$ cat config.mk
export PLATFORM = sky130hd
export DESIGN_NAME = adc_code_formatter
export DESIGN_NICKNAME = d
export VERILOG_FILES = /design/src/rtl/adc_fmt_pkg.sv /design/src/rtl/adc_fmt_divider.sv /design/src/rtl/adc_fmt_clip.sv /design/src/rtl/adc_code_formatter.sv
export SDC_FILE = /design/constraint.sdc
export NUM_CORES = 1
export LEC_CHECK = 0
export ABC_AREA = 1
export BUFFER_PORTS_ARGS = -buffer_cell sky130_fd_sc_hd__clkbuf_2
export CAP_MARGIN = 20
export CORE_ASPECT_RATIO = 0.9
export CORE_MARGIN = 3
export CORE_UTILIZATION = 40
export DETAILED_ROUTE_END_ITERATION = 7
export GPL_TIMING_DRIVEN = 0
export SETUP_SLACK_MARGIN = 0.15
export SLEW_MARGIN = 0
export SYNTH_ARGS = -nofsm -noshare
export SYNTH_HDL_FRONTEND = slang
export SYNTH_SLANG_ARGS = --single-unit
$ cat constraint.sdc
create_clock -name clk -period 14.75 [get_ports clk]
set_input_delay 2.95 -clock clk [delete_from_list [all_inputs] [get_ports clk]]
set_output_delay 2.95 -clock clk [all_outputs]
set_load 0.03 [all_outputs]
$ cat src/rtl/adc_fmt_pkg.sv
package adc_fmt_pkg;
    localparam int CODE_W   = 10;
    localparam int OUT_W    = 16;
    localparam int GAIN_UNI = 1023;
    localparam int GAIN_BIP = 511;

    typedef enum logic [1:0] {
        ST_IDLE    = 2'd0,
        ST_DIVIDE  = 2'd1,
        ST_PRESENT = 2'd2
    } fmt_state_t;
endpackage

$ cat src/rtl/adc_fmt_divider.sv
module adc_fmt_divider #(
    parameter int DIV_W = 27,
    parameter int REF_W = 16
) (
    input  logic             clk,
    input  logic             rst_n,
    input  logic             start,
    input  logic [DIV_W-1:0] dividend,
    input  logic [REF_W-1:0] divisor,
    output logic             done,
    output logic [DIV_W-1:0] quotient
);
    localparam int CNT_W = $clog2(DIV_W + 1);

    logic [REF_W-1:0] rem_q;
    logic [REF_W-1:0] dsr_q;
    logic [DIV_W-1:0] dq_q;
    logic [CNT_W-1:0] cnt_q;
    logic             busy_q;
    logic [REF_W:0]   shifted;
    logic [REF_W:0]   diff_w;
    logic             take;

    always_comb begin
        shifted = {rem_q, dq_q[DIV_W-1]};
        diff_w  = shifted - {1'b0, dsr_q};
        take    = (shifted >= {1'b0, dsr_q});
    end

    always_ff @(posedge clk) begin
        if (!rst_n) begin
            rem_q  <= '0;
            dsr_q  <= '0;
            dq_q   <= '0;
            cnt_q  <= '0;
            busy_q <= 1'b0;
            done   <= 1'b0;
        end else if (start) begin
            rem_q  <= '0;
            dsr_q  <= divisor;
            dq_q   <= dividend;
            cnt_q  <= '0;
            busy_q <= 1'b1;
            done   <= 1'b0;
        end else if (busy_q) begin
            rem_q <= take ? diff_w[REF_W-1:0] : shifted[REF_W-1:0];
            dq_q  <= {dq_q[DIV_W-2:0], take};
            cnt_q <= cnt_q + 1'b1;
            if (cnt_q == CNT_W'(DIV_W - 1)) begin
                busy_q <= 1'b0;
                done   <= 1'b1;
            end
        end else begin
            done <= 1'b0;
        end
    end

    assign quotient = dq_q;

    p_done_pulse_r9: assert property (@(posedge clk) disable iff (!rst_n)
        done |=> !done);
    p_no_restart_r9: assert property (@(posedge clk) disable iff (!rst_n)
        busy_q |-> !start);
endmodule

$ cat src/rtl/adc_fmt_clip.sv
module adc_fmt_clip #(
    parameter int QW = 28
) (
    input  logic signed [QW-1:0] q,
    input  logic                 diff,
    input  logic                 bipolar,
    input  logic                 zero_ref,
    input  logic                 left,
    output logic [15:0]          code,
    output logic                 clip
);
    import adc_fmt_pkg::*;

    localparam logic signed [QW-1:0] UNI_MAX = QW'(GAIN_UNI);
    localparam logic signed [QW-1:0] BIP_MAX = QW'(GAIN_BIP);
    localparam logic signed [QW-1:0] BIP_MIN = -QW'(GAIN_BIP);
    localparam int PAD = OUT_W - CODE_W;

    logic [CODE_W-1:0] c10;

    always_comb begin
        clip = 1'b0;
        c10  = q[CODE_W-1:0];
        if (zero_ref) begin
            clip = 1'b1;
            c10  = diff ? 10'h1FF : 10'h3FF;
        end else if (!diff || !bipolar) begin
            if (q < 0 || q > UNI_MAX) begin
                clip = 1'b1;
                c10  = diff ? 10'h1FF : 10'h3FF;
            end
        end else begin
            if (q > BIP_MAX) begin
                clip = 1'b1;
                c10  = 10'h1FF;
            end else if (q < BIP_MIN) begin
                clip = 1'b1;
                c10  = 10'h200;
            end
        end
        code = left ? {c10, {PAD{1'b0}}} : {{PAD{1'b0}}, c10};
    end
endmodule

$ cat src/rtl/adc_code_formatter.sv
module adc_code_formatter #(
    parameter int LVL_W = 16,
    parameter int REF_W = 16
) (
    input  logic             clk,
    input  logic             rst_n,
    input  logic             in_valid,
    output logic             in_ready,
    input  logic [LVL_W-1:0] in_level,
    input  logic [REF_W-1:0] in_vref,
    input  logic             diff_mode,
    input  logic             bipolar_mode,
    input  logic             invert_pol,
    input  logic             left_adj,
    output logic             out_valid,
    input  logic             out_ready,
    output logic [15:0]      out_code,
    output logic             out_clip
);
    import adc_fmt_pkg::*;

    localparam int DIV_W = LVL_W + 11;
    localparam int QW    = DIV_W + 1;

    fmt_state_t state_q, state_d;

    logic                    accept;
    logic signed [DIV_W-1:0] lvl_w;
    logic signed [DIV_W-1:0] gain_w;
    logic signed [DIV_W-1:0] num;
    logic        [DIV_W-1:0] mag;
    logic                    div_done;
    logic        [DIV_W-1:0] quo;
    logic signed [QW-1:0]    q_signed;
    logic        [15:0]      fmt_code;
    logic                    fmt_clip;

    logic r_diff, r_bip, r_left, r_neg, r_zero;

    // operand preparation: sign-extend, optional negate, apply gain
    always_comb begin
        lvl_w  = DIV_W'($signed(in_level));
        if (diff_mode && invert_pol)
            lvl_w = -lvl_w;
        gain_w = (diff_mode && bipolar_mode) ? DIV_W'(GAIN_BIP) : DIV_W'(GAIN_UNI);
        num    = lvl_w * gain_w;
        mag    = num[DIV_W-1] ? DIV_W'(-num) : DIV_W'(num);
    end

    assign accept = in_valid && in_ready;

    adc_fmt_divider #(.DIV_W(DIV_W), .REF_W(REF_W)) u_div (
        .clk      (clk),
        .rst_n    (rst_n),
        .start    (accept),
        .dividend (mag),
        .divisor  (in_vref),
        .done     (div_done),
        .quotient (quo)
    );

    assign q_signed = r_neg ? -$signed({1'b0, quo}) : $signed({1'b0, quo});

    adc_fmt_clip #(.QW(QW)) u_clip (
        .q        (q_signed),
        .diff     (r_diff),
        .bipolar  (r_bip),
        .zero_ref (r_zero),
        .left     (r_left),
        .code     (fmt_code),
        .clip     (fmt_clip)
    );

    // state register
    always_ff @(posedge clk) begin
        if (!rst_n) state_q <= ST_IDLE;
        else        state_q <= state_d;
    end

    // next state and handshake outputs
    always_comb begin
        state_d   = state_q;
        in_ready  = 1'b0;
        out_valid = 1'b0;
        unique case (state_q)
            ST_IDLE: begin
                in_ready = 1'b1;
                if (in_valid) state_d = ST_DIVIDE;
            end
            ST_DIVIDE: begin
                if (div_done) state_d = ST_PRESENT;
            end
            ST_PRESENT: begin
                out_valid = 1'b1;
                if (out_ready) state_d = ST_IDLE;
            end
            default: state_d = ST_IDLE;
        endcase
    end

    // captured mode and result registers
    always_ff @(posedge clk) begin
        if (!rst_n) begin
            r_diff   <= 1'b0;
            r_bip    <= 1'b0;
            r_left   <= 1'b0;
            r_neg    <= 1'b0;
            r_zero   <= 1'b0;
            out_code <= '0;
            out_clip <= 1'b0;
        end else begin
            if (accept) begin
                r_diff <= diff_mode;
                r_bip  <= diff_mode && bipolar_mode;
                r_left <= left_adj;
                r_neg  <= num[DIV_W-1];
                r_zero <= (in_vref == '0);
            end
            if (state_q == ST_DIVIDE && div_done) begin
                out_code <= fmt_code;
                out_clip <= fmt_clip;
            end
        end
    end

    p_hold_r10: assert property (@(posedge clk) disable iff (!rst_n)
        out_valid && !out_ready |=> out_valid && $stable(out_code) && $stable(out_clip));
    p_release_r10: assert property (@(posedge clk) disable iff (!rst_n)
        out_valid && out_ready |=> !out_valid && in_ready);
    p_busy_r9: assert property (@(posedge clk) disable iff (!rst_n)
        accept |=> !in_ready);
    p_se_clip_r1: assert property (@(posedge clk) disable iff (!rst_n)
        out_valid && out_clip && !r_diff && !r_left |-> out_code == 16'h03FF);
    p_bip_clip_r3: assert property (@(posedge clk) disable iff (!rst_n)
        out_valid && out_clip && r_bip && !r_left |-> (out_code == 16'h01FF || out_code == 16'h0200));
    p_left_r5: assert property (@(posedge clk) disable iff (!rst_n)
        out_valid && r_left |-> out_code[5:0] == 6'd0);
    p_right_r5: assert property (@(posedge clk) disable iff (!rst_n)
        out_valid && !r_left |-> out_code[15:10] == 6'd0);
endmodule

; ---- Yosys cells after proc, flatten, opt, wreduce, memory -nomap -nowiden
; Cells that the tools add are included.
[word_totals]
regBits = 90
latchBits = 0
ramBits = 0
rom_bits = 0
inputBits = 40
output_inout_bits = 19
elab_cells = 75
n_memories = 0
[op_classes]
addsub = 5
mul = 1
div = 0
n_lt_le_gt_ge = 5
eq_ne = 6
n_shift = 0
muxes = 28
bitwise = 2
reduce_logical = 14
[op_table]
columns = op, count
row1 = $mux W27, 4
row2 = $mux W10, 7
row3 = $mux W16, 2
row4 = $gt A28 B10 Y1 const B, 1
row5 = $gt A28 B11 Y1 const B, 1
row6 = $lt A28 B1 Y1 const B, 1
row7 = $lt A28 B10 Y1 const B, 1
row8 = $mux W28, 1
row9 = $neg A27 Y28, 1
row10 = $mul A27 B11 Y27, 1
row11 = $neg A16 Y27, 1
row12 = $neg A27 Y27, 1
row13 = $ge A17 B16 Y1, 1
row14 = $logic_not A16 Y1, 1
row15 = $sub A16 B16 Y16, 1
row16 = $mux W1, 10
row17 = $mux W2, 3
row18 = $pmux W2 S3, 1
row19 = $add A5 B1 Y5 const B, 1
row20 = $eq A5 B5 Y1 const B, 1
row21 = $logic_and A1 B1 Y1, 4
row22 = $ne A2 B2 Y1 const B, 2
row23 = $reduce_and A3 Y1, 1
row24 = $reduce_or A3 Y1, 1
row25 = other kinds (9), 12

; ---- Depth between registers and ports, before layout
[logic_depth]
word_depth = 8
depth_mapped = 45

; ---- Modules after synthesis
; A second synthesis with hierarchy kept.
[hier_totals]
cells_unflattened = 2104
hier_area_um2 = 13760.7
[modules_own_cells]
columns = mod, instances, cells_per_inst, area_each_um2
row1 = adc_code_formatter, 1, 1397, 9267.6
row2 = adc_fmt_divider, 1, 606, 4046.4
row3 = adc_fmt_clip, 1, 101, 446.7

; ---- Worst setup path after synthesis
; OpenSTA, ideal clock, no wires.
[synth_path]
path_type = input port to flip-flop
start = input in_level[0]
end = register u_div.dq_q[19], in the netlist u_div.quotient[19]
setup_time_ps = 131
arrival_ps = 8723
required_time_ps = 14619
path_slack_ps = 5897
cell_stages = 38
n_path_buf = 1
cell_sequence = inv_2 -> ha_1 -> inv_1 -> nor3_1 -> inv_1 -> nor3_2 -> nand2_1 -> nor2_1 -> a31oi_1 -> xor2_1 -> inv_2 -> nand2_2 -> nand2_2 -> xor2_1 -> inv_1 -> fa_1 -> inv_1 -> fa_1 -> [... 2 more ...] -> fa_1 -> inv_1 -> ha_1 -> nand2_1 -> nor2_1 -> and2_1 -> nand4_1 -> nand3_1 -> a21oi_1 -> nand3_2 -> nand2_4 -> inv_4 -> buf_6 -> nand2_2 -> xor2_1 -> nand2_1 -> nand2_1 -> a21oi_2
[synth_via]
elab_chain_cells = 6
[synth_rtl]
columns = item, line_no
row1 = start: declaration, adc_code_formatter.sv:9  ; input logic [LVL_W-1:0] in_level,
row2 = $neg A16 Y27, adc_code_formatter.sv:44  ; lvl_w = -lvl_w;
row3 = $mux W27 (*), adc_code_formatter.sv:43  ; if (diff_mode && invert_pol)
row4 = $mul A27 B11 Y27 (*), adc_code_formatter.sv:46  ; num = lvl_w * gain_w;
row5 = $neg A27 Y27, adc_code_formatter.sv:47  ; mag = num[DIV_W-1] ? DIV_W'(-num) : DIV_W'(num);
row6 = $mux W27 (*), adc_code_formatter.sv:47
row7 = $mux W27 (*), adc_fmt_divider.sv:38  ; end else if (start) begin
row8 = end signal: assignment, adc_fmt_divider.sv:41  ; dq_q <= dividend;
row9 = end signal: assignment, adc_fmt_divider.sv:47  ; dq_q <= {dq_q[DIV_W-2:0], take};
row10 = end: declaration, adc_fmt_divider.sv:17  ; logic [DIV_W-1:0] dq_q;
; Mark *: on every way between the ends. The rest lies on a longest branch, timed or not.
; A chain may end at the register's enable or synchronous reset.

; ---- Final worst setup path
[layout_path]
start = input in_level[0]
end = register u_div.dq_q[23], in the netlist u_div.quotient[23]
; The elaborated chain is that of the path after synthesis.

==> impl_metrics.toml <==
[synthesis]
synthTopCellsByCount = "nand2_1, inv_1, nor2_1"
seq_area_frac_synth = 0.138
yosysTopAreaCell = "fa_1"
synth_top_area_frac = 0.150
synth_flop_cell = "dfxtp_1"
yosysMostFrequentCell = "nand2_1"
synth_cell_types = 51
syn_avg_cell_area_um2 = 6.71
yosysWarnings = 0
syn_area_mm2 = 0.0131
synth_edf_count = 0
syn_nets = 2208
async_reset_ff_frac = 0
synth-seq-cells = 90
postSynthCellCount = 1952
synthTopCellsByArea = "fa_1, dfxtp_1, nand2_1, ha_1, inv_1"

[global_routing]
antenna_found_initial = 0
grt_max_degree = 17
grt_pass1_vias = 11900
grt_pass1_wl_um = 61700
grt_overflow = 0
grt.total_usage = 0.217

[floorplanning]
start_util = 0.408
rows = 62
floorplan.core_area_mm2 = 0.0321
die-area_mm2 = 0.0349
die_w_um = 197
fp.dieH_um = 178
ioPinCount = 59

[drt]
drc_errors = 0
vias_per_cell = 5.09
vias = 12400
drtAntennaViolNets = 0
drtIter0Drc = 970
dr.pass1.iters = 6
wirelength_um = 37300
wire_per_inst_um = 15.3

[cts]
clk_path_buf_depth = 2
clkTransAtPathRegs_ps = 70
cts_resized = 0
h-tree-depth = 3
clkSinkCount = 90
holdBufCountCts = 0
clkLatencyLatePin_ps = 360
cts_inserted_buffers = 9
cts_setup_buffers = 0
clockRootBuffer = "clkbuf_16"
cts_tree = "done"

[placed_design]
portBuffers = 57
dp_hpwl_um = 31700
gp_congestion = 0.949

[finish]
nNetsFinal = 2277
diodes = 0
final_layout_size_suffix_gt1_frac = 0.0849
multiInputGateArea_mm2 = 0.00974
regArea_mm2 = 0.00180
n_fill_cell = 3412
syn_to_final_growth_pct = 8.69

[timing]
fin_crit_ps = 10270
fin_setup_tns_ps = 0
hold_violations = 0
drv_slew = 0
period_share = 0.696
slew_headroom = 0.506
fmax_mhz = 97.4
worst_pin_slew_ps = 739
fin_worst_skew_ps = 13.0
rsz0062_at_grt = "false"
finalSetupViolations = 0

[hold_path]
hold_path_class = "reg2reg"
hold_depth = 2
hold-path-endpoint = "out_code[1]"
hold_path.startpoint = "out_code[1]"

[worst_setup_path]
r2r-start = "u_div.quotient[26]"
r2r_cells = 14
worst_path_max_delay_cell = "fa_1"
startpoint_type = "input port"
worstPathArrival_ps = 10480
worstSetupEndpointType = "register"
cpMostUsedCell = "nand2_1"
cpPeakStageDelay_ps = 540
cp_num_cells = 41
path_class = "in2reg"
r2r_end = "u_div.rem_q[14]"
critPathMaxFanout = 8
r2r_setup_slack_ps = 11560
critPathBufInv = 10
path_delay_family = "simple AND/OR/NAND/NOR gates"
worstPathRequired_ps = 14960

[job]
cap_violations = 0

[run_status]
status = "finished, final reports clean"
-- stage by stage --
stage	utilization	hold slack, ps	cell area, um^2	instances	setup WS (ps)
after floorplan	-	435	13100	1952	5900
after global placement	0.433	455	13900	2425	4180
after detailed placement	0.433	459	13900	2426	4160
after CTS	0.443	469	14200	2442	4500
after global routing	0.443	492	14200	2442	3590
final	0.443	467	14200	2442	4480
-- how the worst max path moves through the flow --
stage | slack [ps] | from | endpoint
floorplan | 5900 | in_level[0] | u_div.quotient[19]
global placement | 4180 | in_level[0] | u_div.quotient[23]
detailed placement | 4160 | in_level[0] | u_div.quotient[26]
CTS | 4500 | in_level[0] | u_div.quotient[23]
global route | 3590 | in_level[0] | u_div.quotient[23]
finish | 4480 | in_level[0] | u_div.quotient[23]
-- flip-flops by register name, summed over array words and instances (netlist names) --
signal / cells
u_div.quotient: 27
out_code: 16
u_div.dsr_q: 16
u_div.rem_q: 16
u_div.cnt_q: 5
state_q: 2
out_clip: 1
r_bip: 1
r_diff: 1
r_left: 1
r_neg: 1
r_zero: 1
u_div.busy_q: 1
u_div.done: 1
-- final cells by class --
| class | instances | share of cell area |
|---|---|---|
| Buffer | 44 | 0.0134 |
| Clock buffer | 10 | 0.0161 |
| Clock inverter | 6 | 0.00686 |
| Inverter | 361 | 0.0954 |
| Multi-Input combinational cell | 1457 | 0.685 |
| Sequential cell | 90 | 0.127 |
| Tap cell | 416 | 0.0366 |
| Timing Repair Buffer | 58 | 0.0204 |
-- logic make-up (layout without fill, tap and decap cells) --
logic type,count (synthesis),after routing,share of synthesized area
AOI/OAI and AO/OA,308,308,0.127
DFF,90,90,0.138
adders and majority gates,216,216,0.263
and+or+nand+nor,831,831,0.280
buffers and inverters,405,479,0.118
xor gates and xnor gates,102,102,0.0745
-- per-layer routing --
layer / share of wire / vias up / wire, um / global-route usage
li1: - / 6289 / - / -
met1: 0.51 / 5805 / 19000 / 0.332
met2: 0.41 / 309 / 15300 / 0.324
met3: 0.068 / 27 / 2540 / 0.0401
met4: 0.010 / 0 / 388 / 0.0315
met5: 0 / - / 0 / 0
-- worst reg2reg max path, stage by stage (launching register included) --
cell and delay (ps):
dfxtp_1 450, inv_1 220, ha_1 270, fa_1 400, o21ai_0 490, a21oi_1 200, o21ai_0 330, nand2_1 90
nand2_1 120, nand2_1 60, nand2_1 70, xnor2_1 120, a21oi_1 70, o21ai_0 100, a21oi_1 90
-- placed cells by master, fill, tap and decap left out, drive strengths merged, types with 2 or more instances in the layout --
master,n
nor2,191
xnor2,40
a31oi,3
nor4,4
a211oi,2
xor2,62
dfxtp,90
o21a,2
nor3b,2
clkinv,4
and2,2
nand3b,12
nand3,106
clkbuf,99
o211ai,4
a21oi,159
inv,361
o21bai,11
bufinv,2
o21ai,114
nand4,30
buf,13
nor3,22
nand2,455
a21o,8
ha,118
fa,98
or2,5
Power is left out: the tool's default activity adds up to more than one toggle a clock period on the data nets, which glitch-free logic cannot reach.
